[src/rtl/i2cw_pkg.sv]
package i2cw_pkg;
  typedef enum logic [2:0] {
    PH_IDLE,
    PH_ADDR,
    PH_PTR,
    PH_HI,
    PH_LO
  } phase_t;

  localparam int BYTE_W = 8;
endpackage

[src/rtl/i2cw_sync.sv]
module i2cw_sync #(
  parameter int WIDTH  = 2,
  parameter int STAGES = 2
) (
  input  logic             clk,
  input  logic             rst,
  input  logic [WIDTH-1:0] d_i,
  output logic [WIDTH-1:0] q_o
);
  logic [WIDTH-1:0] stg [STAGES];

  always_ff @(posedge clk) begin
    if (rst) stg[0] <= '1;
    else     stg[0] <= d_i;
  end

  for (genvar s = 1; s < STAGES; s++) begin : g_stage
    always_ff @(posedge clk) begin
      if (rst) stg[s] <= '1;
      else     stg[s] <= stg[s-1];
    end
  end

  assign q_o = stg[STAGES-1];
endmodule

[src/rtl/i2cw_cond_det.sv]
module i2cw_cond_det (
  input  logic clk,
  input  logic rst,
  input  logic scl_s_i,
  input  logic sda_s_i,
  output logic start_o,
  output logic stop_o,
  output logic rise_o,
  output logic fall_o
);
  logic scl_q, sda_q;

  always_ff @(posedge clk) begin
    if (rst) begin
      scl_q <= 1'b1;
      sda_q <= 1'b1;
    end else begin
      scl_q <= scl_s_i;
      sda_q <= sda_s_i;
    end
  end

  // bus conditions: SDA moving while SCL stays high
  assign start_o = scl_q & scl_s_i & sda_q & ~sda_s_i;
  assign stop_o  = scl_q & scl_s_i & ~sda_q & sda_s_i;
  assign rise_o  = ~scl_q & scl_s_i;
  assign fall_o  = scl_q & ~scl_s_i;
endmodule

[src/rtl/i2cw_engine.sv]
module i2cw_engine
  import i2cw_pkg::*;
#(
  parameter int          IDX_W    = 5,
  parameter int          DATA_W   = 10,
  parameter int          NUM_REGS = 24,
  parameter logic [5:0]  ADDR_HI  = 6'b111010
) (
  input  logic              clk,
  input  logic              rst,
  input  logic              start_i,
  input  logic              stop_i,
  input  logic              rise_i,
  input  logic              fall_i,
  input  logic              sda_i,
  input  logic              strap_i,
  output logic              pull_o,
  output logic              wr_en_o,
  output logic [IDX_W-1:0]  wr_idx_o,
  output logic [DATA_W-1:0] wr_data_o
);
  localparam int               HI_W  = DATA_W - BYTE_W;
  localparam logic [IDX_W:0]   LIMIT = NUM_REGS[IDX_W:0];
  localparam logic [3:0]       LAST_BIT = 4'd8;
  localparam logic [3:0]       ACK_SLOT = 4'd9;

  phase_t              phase;
  logic [3:0]          cnt;
  logic [BYTE_W-1:0]   shreg;
  logic [IDX_W-1:0]    ptr;
  logic [HI_W-1:0]     hi_q;
  logic                addr_ok;

  assign addr_ok = (shreg == {ADDR_HI, strap_i, 1'b0});

  always_ff @(posedge clk) begin
    wr_en_o <= 1'b0;
    if (rst) begin
      phase     <= PH_IDLE;
      cnt       <= '0;
      shreg     <= '0;
      ptr       <= '0;
      hi_q      <= '0;
      pull_o    <= 1'b0;
      wr_idx_o  <= '0;
      wr_data_o <= '0;
    end else if (start_i) begin
      phase  <= PH_ADDR;
      cnt    <= '0;
      pull_o <= 1'b0;
    end else if (stop_i) begin
      phase  <= PH_IDLE;
      cnt    <= '0;
      pull_o <= 1'b0;
    end else if (phase != PH_IDLE) begin
      if (rise_i && cnt < LAST_BIT) begin
        shreg <= {shreg[BYTE_W-2:0], sda_i};
        cnt   <= cnt + 4'd1;
      end else if (fall_i && cnt == LAST_BIT) begin
        cnt    <= ACK_SLOT;
        pull_o <= 1'b1;
        case (phase)
          PH_ADDR: begin
            if (addr_ok) begin
              phase <= PH_PTR;
            end else begin
              phase  <= PH_IDLE;
              pull_o <= 1'b0;
              cnt    <= '0;
            end
          end
          PH_PTR: begin
            ptr   <= shreg[IDX_W-1:0];
            phase <= PH_HI;
          end
          PH_HI: begin
            hi_q  <= shreg[HI_W-1:0];
            phase <= PH_LO;
          end
          PH_LO: begin
            wr_en_o   <= ({1'b0, ptr} < LIMIT);
            wr_idx_o  <= ptr;
            wr_data_o <= {hi_q, shreg};
            ptr       <= ptr + 1'b1;
            phase     <= PH_HI;
          end
          default: ;
        endcase
      end else if (fall_i && cnt == ACK_SLOT) begin
        cnt    <= '0;
        pull_o <= 1'b0;
      end
    end
  end
endmodule

[src/rtl/i2c_code_writer.sv]
module i2c_code_writer #(
  parameter int         IDX_W    = 5,
  parameter int         DATA_W   = 10,
  parameter int         NUM_REGS = 24,
  parameter int         SYNC_N   = 2,
  parameter logic [5:0] ADDR_HI  = 6'b111010
) (
  input  logic              clk,
  input  logic              rst,
  input  logic              scl_i,
  input  logic              sda_i,
  input  logic              addr_sel_i,
  output logic              sda_pull_o,
  output logic              wr_en_o,
  output logic [IDX_W-1:0]  wr_idx_o,
  output logic [DATA_W-1:0] wr_data_o
);
  logic [1:0] bus_s;
  logic start_w, stop_w, rise_w, fall_w;

  i2cw_sync #(.WIDTH(2), .STAGES(SYNC_N)) sync_i (
    .clk (clk),
    .rst (rst),
    .d_i ({scl_i, sda_i}),
    .q_o (bus_s)
  );

  i2cw_cond_det cond_i (
    .clk     (clk),
    .rst     (rst),
    .scl_s_i (bus_s[1]),
    .sda_s_i (bus_s[0]),
    .start_o (start_w),
    .stop_o  (stop_w),
    .rise_o  (rise_w),
    .fall_o  (fall_w)
  );

  i2cw_engine #(
    .IDX_W    (IDX_W),
    .DATA_W   (DATA_W),
    .NUM_REGS (NUM_REGS),
    .ADDR_HI  (ADDR_HI)
  ) eng_i (
    .clk       (clk),
    .rst       (rst),
    .start_i   (start_w),
    .stop_i    (stop_w),
    .rise_i    (rise_w),
    .fall_i    (fall_w),
    .sda_i     (bus_s[0]),
    .strap_i   (addr_sel_i),
    .pull_o    (sda_pull_o),
    .wr_en_o   (wr_en_o),
    .wr_idx_o  (wr_idx_o),
    .wr_data_o (wr_data_o)
  );
endmodule

[config.mk]
export PLATFORM = sky130hd
export DESIGN_NAME = i2c_code_writer
export DESIGN_NICKNAME = d
export VERILOG_FILES = /design/src/rtl/i2cw_pkg.sv /design/src/rtl/i2cw_sync.sv /design/src/rtl/i2cw_cond_det.sv /design/src/rtl/i2cw_engine.sv /design/src/rtl/i2c_code_writer.sv
export SDC_FILE = /design/constraint.sdc
export NUM_CORES = 1
export LEC_CHECK = 0
export ABC_CLOCK_PERIOD_IN_PS = 2450
export BUFFER_PORTS_ARGS = -buffer_cell sky130_fd_sc_hd__buf_2
export CAP_MARGIN = 30
export CORE_ASPECT_RATIO = 1.5
export CORE_MARGIN = 4
export CORE_UTILIZATION = 40
export CTS_CLUSTER_DIAMETER = 200
export CTS_CLUSTER_SIZE = 24
export DETAILED_ROUTE_END_ITERATION = 7
export GPL_TIMING_DRIVEN = 0
export PLACE_DENSITY = 0.63
export REMOVE_ABC_BUFFERS = 1
export SLEW_MARGIN = 10
export SYNTH_ARGS = -nofsm -noshare
export SYNTH_HDL_FRONTEND = slang
export SYNTH_SLANG_ARGS = --single-unit
[constraint.sdc]
create_clock -name clk -period 2.45 [get_ports clk]
set_clock_uncertainty 0.1 [all_clocks]
set_input_delay 0.49 -clock clk [delete_from_list [all_inputs] [get_ports clk]]
set_output_delay 0.49 -clock clk [all_outputs]
set_load 0.05 [all_outputs]
* Word level (Yosys, flattened, before mapping) *
Memories as Yosys holds them, arrays and structs flattened.
Index checks and enable logic that the tools add are counted.
W data, S select, Z words.

word-level totals
  input port bits = 5
  flip-flop bits (word level) = 41
  logic and storage cells = 88
  memories = 1
  output and inout bits = 17
  RAM bits = 4

memories
  memory      depth  bits a word  rd ports  clocked after memory_dff  wr ports  line             text
  sync_i.stg  2      2            2         0                         2         i2cw_sync.sv:10  logic [WIDTH-1:0] stg [STAGES];

cells by class
  bitwise logic cells = 19
  eq/ne operators = 8
  multiplexer cells = 22
  reduce and logical (&&, ||, !) cells = 22
  add/subtract/negate cells = 2
  order comparisons = 2

operator list
  kind                   number
  $mux W4                5
  $reduce_and A6 Y1      3
  $reduce_bool A3 Y1     5
  $mux W1                12
  $reduce_and A4 Y1      3
  $not A1 Y1             10
  $pmux W5 S2            1
  $pmux W3 S3            1
  $eq A4 B4 Y1 const B   2
  $eq A8 B8 Y1           1
  $and A1 B1 Y1          7
  $reduce_or A7 Y1       1
  $eq A3 B2 Y1 const B   2
  $mux W2                3
  $add A5 B1 Y5 const B  1
  $lt A5 B5 Y1 const B   1
  $reduce_bool A5 Y1     1
  $add A4 B1 Y4 const B  1
  $lt A4 B4 Y1 const B   1
  $reduce_bool A2 Y1     2
  $eq A3 B1 Y1 const B   1
  $eq A3 B3 Y1 const B   1
  $logic_and A1 B1 Y1    3
  $ne A3 B3 Y1 const B   1
  5 further kinds        6

* Longest topological paths before layout *
Gate-level depths: netlist of run 1.
An unclocked memory read counts as a cell.

  word-level depth = 9
  depth in mapped cells = 8
  gate-level depth less buffers = 6

* By module *
A second synthesis of run 1 with hierarchy kept.

unflattened totals
  cell total of the unflattened synthesis = 234
  area, all modules = 2074.5 sq um

modules (own cells, without submodules)
  module         area each (sq um)  seq. area each (sq um)  cells an instance  times used
  i2cw_engine    1884.3             780.7                   218                1
  i2cw_sync      105.1              80.1                    8                  1
  i2cw_cond_det  85.1               40.0                    8                  1

* Worst setup path before layout of run 1 *
Ideal clock, no wire load.

  kind = reg2reg
  start = register eng_i.phase[2]
  end = register eng_i.wr_data_o[3]
  library setup time = 128 ps
  clock period less this slack = 1842 ps
  data required time = 2222 ps
  path buffers = 3
  slack = 608 ps
  stages on the path, launching flop included = 8
  data arrival time = 1614 ps
  cells stage by stage = dfxtp_1 > buf_4 > or3b_1 > or3_1 > buf_6 > buf_6 > mux2i_1 > nor2_1

on the way
  word-level cells in the longest chain between the ends = 2
  elaborated cells on any way between the ends = 3
  those cells by class = 1 x eq/ne; 2 x reduce/logical

ends and longest elaborated chain
  element                                             line                                  text
  start, declared                                     i2cw_engine.sv:27                     phase_t phase;
  start signal, assigned                              i2cw_engine.sv:39                     phase <= PH_IDLE;
  start signal, assigned                              i2cw_engine.sv:48                     phase <= PH_ADDR;
  start signal, assigned                              i2cw_engine.sv:52                     phase <= PH_IDLE;
  $eq A3 B3 Y1 or $reduce_bool A3 Y1 (tied branches)  i2cw_engine.sv:62, i2cw_engine.sv:55
  $reduce_and A6 Y1 (no line) (*)                     --
  end signal, assigned                                i2cw_engine.sv:83                     wr_data_o <= {hi_q, shreg};
  end, declared                                       i2cw_engine.sv:20                     output logic [DATA_W-1:0] wr_data_o

Mark *: on every way between the ends. The rest lies on a longest branch, timed or not.
A chain may end at the register's enable or synchronous reset.

* Worst setup path in the final report of run 1 *
  start = register eng_i.phase[2]
  end = register eng_i.ptr[0]

on the way
  word-level cells in the longest chain between the ends = 3
  elaborated cells on any way between the ends = 6
  those cells by class = 2 x eq/ne; 1 x mux; 3 x reduce/logical

ends and longest elaborated chain
  element                                       line               text
  $eq A3 B2 Y1 or $eq A3 B3 Y1 (tied branches)  i2cw_engine.sv:62  case (phase)
  $reduce_bool A2 Y1 (no line)                  --
  $reduce_and A6 Y1 (no line)                   --
  end signal, assigned                          i2cw_engine.sv:73  ptr <= shreg[IDX_W-1:0];
  end signal, assigned                          i2cw_engine.sv:84  ptr <= ptr + 1'b1;
  end, declared                                 i2cw_engine.sv:30  logic [IDX_W-1:0] ptr;

Parallel ways exist; a longest one is shown, timed or not.

==> summary.md, run 1 <==
| Metric | Value |
|---|---|
| Synth cell types | 43 |
| Sequential power share | 55.7% |
| Slew Viols, Final | 0 |
| Share of cells above drive strength 1 | 18.0% |
| Arr. time, crit path | 2.35 ns |
| Total gr overflow | 0 |
| Top cells by area, synth | dfxtp_1, mux2i_1, nor2_1 |
| Slowest-stage cell, CP | or3_4 |
| DPL Wire Length | 2610 µm |
| Fmax | 451 MHz |
| Crit end category | flip-flop |
| CTS Hold Bufs | 0 |
| Final Cycle Share | 90.5% |
| Post-route ant nets | 0 |
| Clock power frac | 42.0% |
| Max Buffers Root-to-Sink | 2 |
| Worst skew pair latency | 0.29 ns |
| Leakage | 0.967 nW |
| Pre-antenna DRT Iters | 4 |
| Yosys top cell by area | dfxtp_1 |
| Main synth FF type | dfxtp_1 |
| Min-Delay Path Class | input port to flip-flop |
| Clk root buf | clkbuf_8 |
| Synth Cell Area | 0.00197 mm² |
| WL/cell | 12.4 µm |
| Die ar. | 0.00613 mm² |
| Finish-stage setup viols | 0 |
| Post-synth EDFFs | 0 |
| Global Route Usage Sum | 13.8% |
| Post-cts gate resize count | 2 |
| Worst-margin pin slew | 0.701 ns |
| Avg Cell Area, Syn | 8.95 µm² |
| Core Area | 0.00481 mm² |
| P_sw | 0.274 mW |
| VDD IR-drop max | 0.267 mV |
| Port buffer count | 21 |
| Yosys top cell area share | 45.7% |
| Boundary pin count | 22 |
| Setup CP Type | flip-flop to flip-flop |
| Final Critical Period | 2.22 ns |
| First-pass GRT wire length | 6580 µm |
| Yosys warnings | 0 |
| Outcome | finished clean |
| Mapped Cells | 220 |
| Final nets | 247 |
| Max-slew headroom | 52.7% |
| Post-CTS Setup Inserts | 0 |
| Starting Density | 40.9% |
| Initial antenna violation count | 0 |
| Critical path required time | 2.58 ns |
| Worst-path fanout max | 17 |
| H-tree depth | 2 |
| Final Hold Viols | 0 |
| Largest net degree at the start of global routing | 41 |
| Int Power | 1.05 mW |
| ANT cells | 0 |
| Die W | 65.3 µm |
| DRC viols | 0 |
| Total chip power | 1.33 mW |
| Fillers | 496 |
| Row Count | 31 |
| Gp weighted congestion | 0.791 |
| WL final | 3790 µm |
| Vias in the first global route | 1493 |
| Max cap viols | 0 |
| Register area | 901 µm² |
| Setup crit start kind | flip-flop |
| Area Growth Syn to Fin | 12.6% |
| CP max stage delay | 0.58 ns |
| Switch share | 20.7% |
| Buf/Inv on CP | 0 |
| CP cell instances | or3b_1, or3_4, mux2_2, a21oi_2 |
| Vias | 1563 |
| Synthesized flop and latch total | 45 |
| Logic pwr share | 2.3% |
| Pwr/cell area | 598 mW/mm² |
| Total negative slack | 0 ns |
| RSZ-0062 raised after global routing | false |
| Clock tree from TritonCTS | done |
| Synth async-reset ratio | 0% |
| Clock sink count | 45 |
| Vias per inst | 5.12 |
| Sequential share of the synthesized area | 45.7% |
| Multi-input gate area | 990 µm² |
| DRT iter0 DRCs | 98 |
| CTS buffer count | 5 |
| CTS clk-pin slew, worst paths | 0.09 ns |
| CP delay by family, top | simple AND/OR/NAND/NOR gates |
| Die height | 93.9 µm |
## metal layers
metal	share of wire (%)	wire (µm)	global-route usage (%)
met5	0	0	0
met4	2.3	88	7.27
met3	3.2	120	3.23
met2	51	1950	23.1
met1	43	1640	16.0
## path summary, 6_finish.rpt
check / from / to / slack [ns] / cells after the start
max: eng_i.phase[2] / eng_i.ptr[0] / 0.23 / 4
min: sda_i / sync_i.stg[0][0] / 0.27 / 2
max reg2reg: eng_i.phase[2] / eng_i.ptr[0] / 0.23 / 4
min reg2reg: sync_i.stg[0][1] / sync_i.stg[1][1] / 0.31 / 1
## power groups by stage
| stage | clock [mW] | combinational (mW) | sequential (mW) |
|---|---|---|---|
| 2_1_floorplan | 0 | 0.0147 | 0.755 |
| 3_3_place_gp | 0 | 0.0301 | 0.756 |
| 3_5_place_dp | 0 | 0.0304 | 0.756 |
| 4_1_cts | 0.583 | 0.0304 | 0.739 |
| 5_1_grt | 0.602 | 0.0341 | 0.739 |
| 6_report | 0.557 | 0.0302 | 0.738 |
## cell usage in the layout (no fill, tap or decap), types with 2 or more instances in the layout
cell type	netlist	routed
nor2b_1	2	2
nand3_1	4	4
mux2i_1	18	18
xnor2_1	3	3
or2_2	6	6
ha_1	4	4
nor2_1	28	28
o21ai_0	15	15
nand2_1	21	21
or4_1	3	3
o221a_2	2	2
inv_1	6	6
nor3_1	5	5
o31ai_1	2	2
a21oi_1	14	14
a31oi_1	3	3
a211oi_1	2	2
clkbuf_8	0	5
and2_1	3	3
dfxtp_1	45	45
nor3b_1	3	3
buf_2	1	21
## sequential cells by signal (all words and copies together), names as in the netlist, 2 cells and up
signal           count
eng_i.wr_data_o     10
eng_i.ptr            5
eng_i.cnt            4
eng_i.phase          3
eng_i.hi_q           2
eng_i.wr_idx_o       5
eng_i.shreg          8
sync_i.stg           4
## logic make-up after synthesis
| group | count (synthesis) | synth area share, % |
|---|---|---|
| multiplexers | 19 | 9.72 |
| XOR/XNOR | 3 | 1.33 |
| AND/OR/NAND/NOR | 88 | 22.8 |
| flip-flops | 45 | 45.7 |
| adder cells (fa/ha/maj) | 4 | 2.54 |
| AO/OA/AOI/OAI | 44 | 13.6 |
| buffers and inverters | 17 | 4.26 |
## Yosys cell counts, types with 2 or more instances
cell      number
o31ai_1        2
nor2_1        28
nor2b_1        2
nand2_1       21
ha_1           4
o21ai_0       15
mux2i_1       18
clkbuf_1       7
buf_6          2
nor3b_1        3
or4_1          3
and2_1         3
or2_2          6
nand3_1        4
inv_1          6
dfxtp_1       45
o221a_2        2
or3_1          2
nor3_1         5
a31oi_1        3
xnor2_1        3
a21oi_1       14
a211oi_1       2
## per-stage QoR
| stage | std cells | worst slack, ns | hold WS (ns) | instance area (µm²) | util (%) |
|---|---|---|---|---|---|
| after floorplan | 209 | 0.199 | 0.289 | 1910 | - |
| after global placement | 296 | -0.104 | 0.291 | 2100 | 43.6 |
| after detailed placement | 296 | -0.0831 | 0.294 | 2100 | 43.6 |
| after CTS | 304 | 0.206 | 0.253 | 2210 | 46.0 |
| after global routing | 305 | 0.0993 | 0.271 | 2220 | 46.1 |
| final | 305 | 0.234 | 0.269 | 2220 | 46.1 |
## final cells by class
| cell class | count | share of cell area [%] |
|---|---|---|
| flip-flops and latches | 45 | 40.6 |
| clock inverters | 2 | 1.75 |
| well taps | 66 | 3.72 |
| inverters | 6 | 1.02 |
| repair buffers | 22 | 4.97 |
| multi-input cells | 158 | 44.6 |
| clock buffers | 6 | 3.27 |
Power figures use the tool's default switching activity.
==> run 2: changes to the inputs <==
Settings changed: CTS_BUF_LIST set to sky130_fd_sc_hd__clkbuf_2 sky130_fd_sc_hd__clkbuf_4 sky130_fd_sc_hd__clkbuf_8, PLACE_DENSITY 0.63 to unset, PLACE_DENSITY_LB_ADDON set to 0.25, RECOVER_POWER set to 25.
==> run 2 against run 1 <==
Net effect:
- sequential cell count is the same
- clock power grew 5.4%
- final cell count is the same
- power grew 2.2%
- routed wire length grew 1.0%
- sequential power is essentially flat
- worst setup slack gained 0.0040 ns
- core utilization shrank 0.052 points
- critical path depth is the same
- critical endpoint unchanged
- largest power group unchanged
==> summary.md, run 2 (synthesis gave the netlist of run 1 again) <==
| Metric | Value |
|---|---|
| Outcome | finished clean |
| Design Area, Final | 0.00221 mm² (-0.11%) |
| Port buffer count | 21 (unchanged) |
| Area Growth Syn to Fin | 12.5% |
| Post-route ant nets | 0 (unchanged) |
| Int Power | 1.09 mW (+3.5%) |
| Die ar. | 0.00613 mm² (unchanged) |
| Clk root buf | clkbuf_8 |
| Clock sink count | 45 (unchanged) |
| P_sw | 0.267 mW (-2.7%) |
| DPL Wire Length | 2630 µm (+0.47%) |
| Setup slack at placement | -0.105 ns (-0.0223 ns) |
| Arr. time, crit path | 2.34 ns (about the same) |
| Clock power frac | 43.3% (+1.3 points) |
| RSZ-0062 raised after global routing | false |
| CTS Hold Bufs | 0 (unchanged) |
| Total chip power | 1.36 mW (+2.2%) |
| Leakage | 0.934 nW (-3.4%) |
| Worst-margin pin slew | 0.703 ns (+0.00107 ns) |
| Share of cells above drive strength 1 | 14.6% (-3.3 points) |
| DRC viols | 0 (unchanged) |
| H-tree depth | 2 (unchanged) |
| Die W | 65.3 µm (unchanged) |
| Max Buffers Root-to-Sink | 2 (unchanged) |
| Setup crit start kind | flip-flop |
| Post-Place Cell Area | 0.00210 mm² (unchanged) |
| Switch share | 19.7% (-1.0 points) |
| Max FFs per register | 10 (unchanged) |
| Post-CTS Setup Inserts | 0 (unchanged) |
| Vias in the first global route | 1425 (-4.6%) |
| Worst skew pair latency | 0.29 ns (about the same) |
| CTS clk-pin slew, worst paths | 0.08 ns (about the same) |
| Max cap viols | 0 (unchanged) |
| ANT cells | 0 (unchanged) |
| Logic pwr share | 2.2% (about the same) |
| Pwr/cell area | 612 mW/mm² (+2.4%) |
| Fmax | 452 MHz (+0.18%) |
| Slew Viols, Final | 0 (unchanged) |
| Most common cell after layout, fill and taps aside | dfxtp_1 |
| Total gr overflow | 0 (unchanged) |
| Initial antenna violation count | 0 (unchanged) |
| Row Count | 31 (unchanged) |
| Setup WS post-layout | 0.238 ns (+0.00396 ns) |
| Max-slew headroom | 52.7% (-0.072 points) |
| Crit end category | flip-flop |
| Post-cts gate resize count | 2 (unchanged) |
| Final cell count without fillers | 305 (unchanged) |
| Core Area | 0.00481 mm² (unchanged) |
| CTS buffer count | 5 (unchanged) |
| Final Critical Period | 2.21 ns (-0.00396 ns) |
| Post-Place Cells | 296 (unchanged) |
| Min-Delay Path Class | input port to flip-flop |
| Largest register by flop count | eng_i.wr_data_o |
| Final Hold Viols | 0 (unchanged) |
| Pre-antenna DRT Iters | 4 (unchanged) |
| First-pass GRT wire length | 6530 µm (-0.62%) |
| Worst-path fanout max | 17 (unchanged) |
| Vias | 1527 (-2.3%) |
| Final Cycle Share | 90.3% (-0.16 points) |
| Global Route Usage Sum | 13.5% (-0.23 points) |
| Clock tree from TritonCTS | done |
| Starting Density | 40.9% (unchanged) |
| DRT iter0 DRCs | 79 (-19%) |
| Sequential power share | 54.5% (-1.2 points) |
| Biggest registers after layout | eng_i.wr_data_o (10), eng_i.shreg (8) |
| WL final | 3830 µm (+1.0%) |
| Most frequent cells in the layout | dfxtp_1, nor2_1, nand2_1 |
| WL/cell | 12.6 µm (+1.0%) |
| Finish-stage setup viols | 0 (unchanged) |
| Final nets | 247 (unchanged) |
| Setup CP Type | flip-flop to flip-flop |
| Die height | 93.9 µm (unchanged) |
| Boundary pin count | 22 (unchanged) |
| Gp weighted congestion | 0.788 (-0.37%) |
| VDD IR-drop max | 0.246 mV (-7.8%) |
| Largest net degree at the start of global routing | 41 (unchanged) |
| Vias per inst | 5.01 (-2.3%) |
| Critical path required time | 2.58 ns (about the same) |
-- run 2: power groups by stage --
stage	combinational [mW]	clock [mW]	sequential, mW
3_5_place_dp	0.0303	0	0.756
5_1_grt	0.0340	0.623	0.739
4_1_cts	0.0304	0.603	0.738
6_report	0.0301	0.587	0.738
3_3_place_gp	0.0303	0	0.756
2_1_floorplan	0.0147	0	0.755
-- run 2: layout make-up --
type                            count  area (µm²)
Fill cell                         504        2590
Multi-Input combinational cell    158         990
Clock inverter                      1        30.0
Sequential cell                    45         901
Clock buffer                        7        90.1
Timing Repair Buffer               22        98.8
Tap cell                           66        82.6
Inverter                            6        22.5
-- run 2: path summary, 6_finish.rpt --
kind | startpoint | endpoint | slack, ns | cells after the start
max | eng_i.phase[2] | eng_i.ptr[0] | 0.24 | 4
min | sda_i | sync_i.stg[0][0] | 0.27 | 2
max reg2reg | eng_i.phase[2] | eng_i.ptr[0] | 0.24 | 4
min reg2reg | sync_i.stg[0][1] | sync_i.stg[1][1] | 0.31 | 1
-- run 2: stage by stage --
stage | hold slack (ns) | setup TNS, ns | util [%]
floorplan | 0.289 | 0 | -
global placement | 0.291 | -0.117 | 43.6
detailed placement | 0.297 | -0.105 | 43.6
CTS | 0.258 | 0 | 46.2
global route | 0.267 | 0 | 46.0
finish | 0.268 | 0 | 46.0
-- run 2: layer usage --
layer | vias to the layer above | global-route usage, % | share of wire [%]
met2 | 22 | 22.7 | 51
met5 | - | 0 | 0
li1 | 805 | - | -
met3 | 6 | 3.23 | 3.3
met1 | 694 | 16.5 | 45
met4 | 0 | 5.19 | 1.4
-- run 2: worst max-delay path: stages (launching register included) --
cell and delay (ns):
dfxtp_1 0.49, or3b_1 0.56, or3_4 0.58, mux2_2 0.32, a21oi_2 0.10
==> run 3: changes to the inputs <==
Settings changed: PLACE_DENSITY_LB_ADDON 0.25 to unset.
==> run 3 against run 2 <==
Net effect:
- fmax rose by 0.15%
- sequential cell count did not move
- cell area fell by 0.23%
- non-clock buffer count did not move
- core utilization fell by 0.10 points
- via count rose by 1.0%
- sequential share of layout area rose by 0.092 points
- routed wire length fell by 0.99%
- critical path depth did not move
- power fell by 1.0%
- global-route usage fell by 0.080 points
==> summary.md, run 3 (synthesis gave the netlist of run 1 again) <==
| Metric | Value |
|---|---|
| VDD IR-drop max | 0.251 mV (+1.9%) |
| ANT cells | 0 (unchanged) |
| Setup WS post-layout | 0.241 ns (+0.00338 ns) |
| Pre-antenna DRT Iters | 4 (unchanged) |
| Area Growth Syn to Fin | 12.2% |
| RSZ-0062 raised after global routing | false |
| First-pass GRT wire length | 6450 µm (-1.3%) |
| Largest register by flop count | eng_i.wr_data_o |
| Worst skew pair latency | 0.30 ns (about the same) |
| Final nets | 247 (unchanged) |
| Clock power frac | 42.7% (-0.6 points) |
| Crit end category | flip-flop |
| Core Area | 0.00481 mm² (unchanged) |
| Max cap viols | 0 (unchanged) |
| Vias per inst | 5.06 (+1.0%) |
| Max FFs per register | 10 (unchanged) |
| Share of cells above drive strength 1 | 14.6% (unchanged) |
| Row Count | 31 (unchanged) |
| DRT iter0 DRCs | 70 (-11%) |
| Max Buffers Root-to-Sink | 2 (unchanged) |
| Gp weighted congestion | 0.779 (-1.1%) |
| Post-CTS Setup Inserts | 0 (unchanged) |
| Max-slew headroom | 52.1% (-0.57 points) |
| Slowest-stage cell, CP | or3_4 |
| Critical path required time | 2.59 ns (about the same) |
| Int Power | 1.06 mW (-2.4%) |
| Die ar. | 0.00613 mm² (unchanged) |
| Post-cts gate resize count | 2 (unchanged) |
| Final Critical Period | 2.21 ns (-0.00338 ns) |
| Fmax | 453 MHz (+0.15%) |
| R2R Setup Slk | 0.24 ns (about the same) |
| Final cell count without fillers | 305 (unchanged) |
| Clock sink count | 45 (unchanged) |
| Starting Density | 40.9% (unchanged) |
| Post-route ant nets | 0 (unchanged) |
| Clk root buf | clkbuf_8 |
| Design Area, Final | 0.00221 mm² (-0.23%) |
| Global Route Usage Sum | 13.5% (-0.080 points) |
| Arr. time, crit path | 2.35 ns (about the same) |
| Vias in the first global route | 1401 (-1.7%) |
| Final Cycle Share | 90.2% (-0.14 points) |
| Leakage | 0.931 nW (-0.33%) |
| CTS Hold Bufs | 0 (unchanged) |
| DRC viols | 0 (unchanged) |
| Vias | 1543 (+1.0%) |
| Total gr overflow | 0 (unchanged) |
| Worst-path fanout max | 17 (unchanged) |
| Initial antenna violation count | 0 (unchanged) |
| WL/cell | 12.4 µm (-0.99%) |
| Post-Place Cells | 296 (unchanged) |
| Switch share | 20.8% (+1.1 points) |
| Die height | 93.9 µm (unchanged) |
| Slew Viols, Final | 0 (unchanged) |
| Post-Place Cell Area | 0.00210 mm² (unchanged) |
| Setup slack at placement | -0.0974 ns (+0.00801 ns) |
| Largest net degree at the start of global routing | 41 (unchanged) |
| Biggest registers after layout | eng_i.wr_data_o (10), eng_i.shreg (8) |
| Pwr/cell area | 607 mW/mm² (-0.82%) |
| R2r startpoint | eng_i.phase[2] |
| Die W | 65.3 µm (unchanged) |
| CP cell instances | or3b_1, or3_4, mux2_2, a21oi_2 |
| P_sw | 0.279 mW (+4.5%) |
| Reg2reg end | eng_i.ptr[0] |
| CTS clk-pin slew, worst paths | 0.09 ns (about the same) |
| Boundary pin count | 22 (unchanged) |
| Clock tree from TritonCTS | done |
| R2R cell count | 4 (unchanged) |
| CP max stage delay | 0.58 ns (about the same) |
| Logic pwr share | 2.2% (about the same) |
| CTS buffer count | 5 (unchanged) |
| Most common cell after layout, fill and taps aside | dfxtp_1 |
| Outcome | finished clean |
| Sequential power share | 55.1% (+0.6 points) |
| WL final | 3800 µm (-0.99%) |
| Setup crit start kind | flip-flop |
| Port buffer count | 21 (unchanged) |
| Min-Delay Path Class | input port to flip-flop |
| Total negative slack | 0 ns (unchanged) |
| Final Hold Viols | 0 (unchanged) |
| Worst setup path end | eng_i.ptr[0] |
| Setup CP Type | flip-flop to flip-flop |
| Most frequent cells in the layout | dfxtp_1, nor2_1, nand2_1 |
| Finish-stage setup viols | 0 (unchanged) |
| DPL Wire Length | 2630 µm (+0.15%) |
| Worst-margin pin slew | 0.711 ns (+0.00851 ns) |
| Worst Setup SP | eng_i.phase[2] |
| H-tree depth | 2 (unchanged) |
==> run 3: changes by cell type in the layout (fill, tap and decap cells not counted), sizes merged <==
cell    change
clkinv      +1
clkbuf      -1
==> run 3: worst max-delay path, delay by kind of cell, from the launching register on <==
family             cells  cell delay, ns
AOI/OAI and AO/OA      1            0.10
DFF                    1            0.49
muxes                  1            0.32
and+or+nand+nor        2            1.14
==> run 3: per-layer routing <==
layer	part of all wire [%]	vias to the layer above	track usage, %	routed length [µm]
li1	-	807	-	-
met1	47	708	16.2	1770
met2	47	21	22.1	1790
met3	3.7	7	3.59	141
met4	2.3	0	6.23	87
met5	0	-	0	0
==> run 3: final cells by class <==
type                    instances  area, µm²
repair buffers                 22       98.8
fillers                       499       2600
well taps                      66       82.6
clock buffers                   6       76.3
multi-input cells             158        990
flip-flops and latches         45        901
clock inverters                 2       38.8
inverters                       6       22.5
==> run 3: how the worst min path moves through the flow <==
stage,from,endpoint,slack (ns),cells past startpoint
global route,sda_i,sync_i.stg[0][0],0.27,2
detailed placement,sync_i.stg[0][1],sync_i.stg[1][1],0.29,1
floorplan,sync_i.stg[0][0],sync_i.stg[1][0],0.29,1
finish,sda_i,sync_i.stg[0][0],0.26,2
CTS,sda_i,sync_i.stg[0][0],0.25,2
global placement,sync_i.stg[0][0],sync_i.stg[1][0],0.29,1
==> run 3: through the flow <==
step	util [%]	hold slack, ns	power, mW
after floorplan	-	0.289	0.769
after global routing	45.9	0.271	1.39
after global placement	43.6	0.292	0.786
after detailed placement	43.6	0.294	0.786
final	45.9	0.264	1.34
after CTS	46.1	0.254	1.36
==> run 3: power groups by stage <==
stage | Combinational, mW | Sequential [mW] | Clock [mW]
detailed placement | 0.0304 | 0.756 | 0
global placement | 0.0306 | 0.756 | 0
floorplan | 0.0147 | 0.755 | 0
finish | 0.0299 | 0.739 | 0.572
global route | 0.0337 | 0.740 | 0.617
CTS | 0.0304 | 0.739 | 0.592
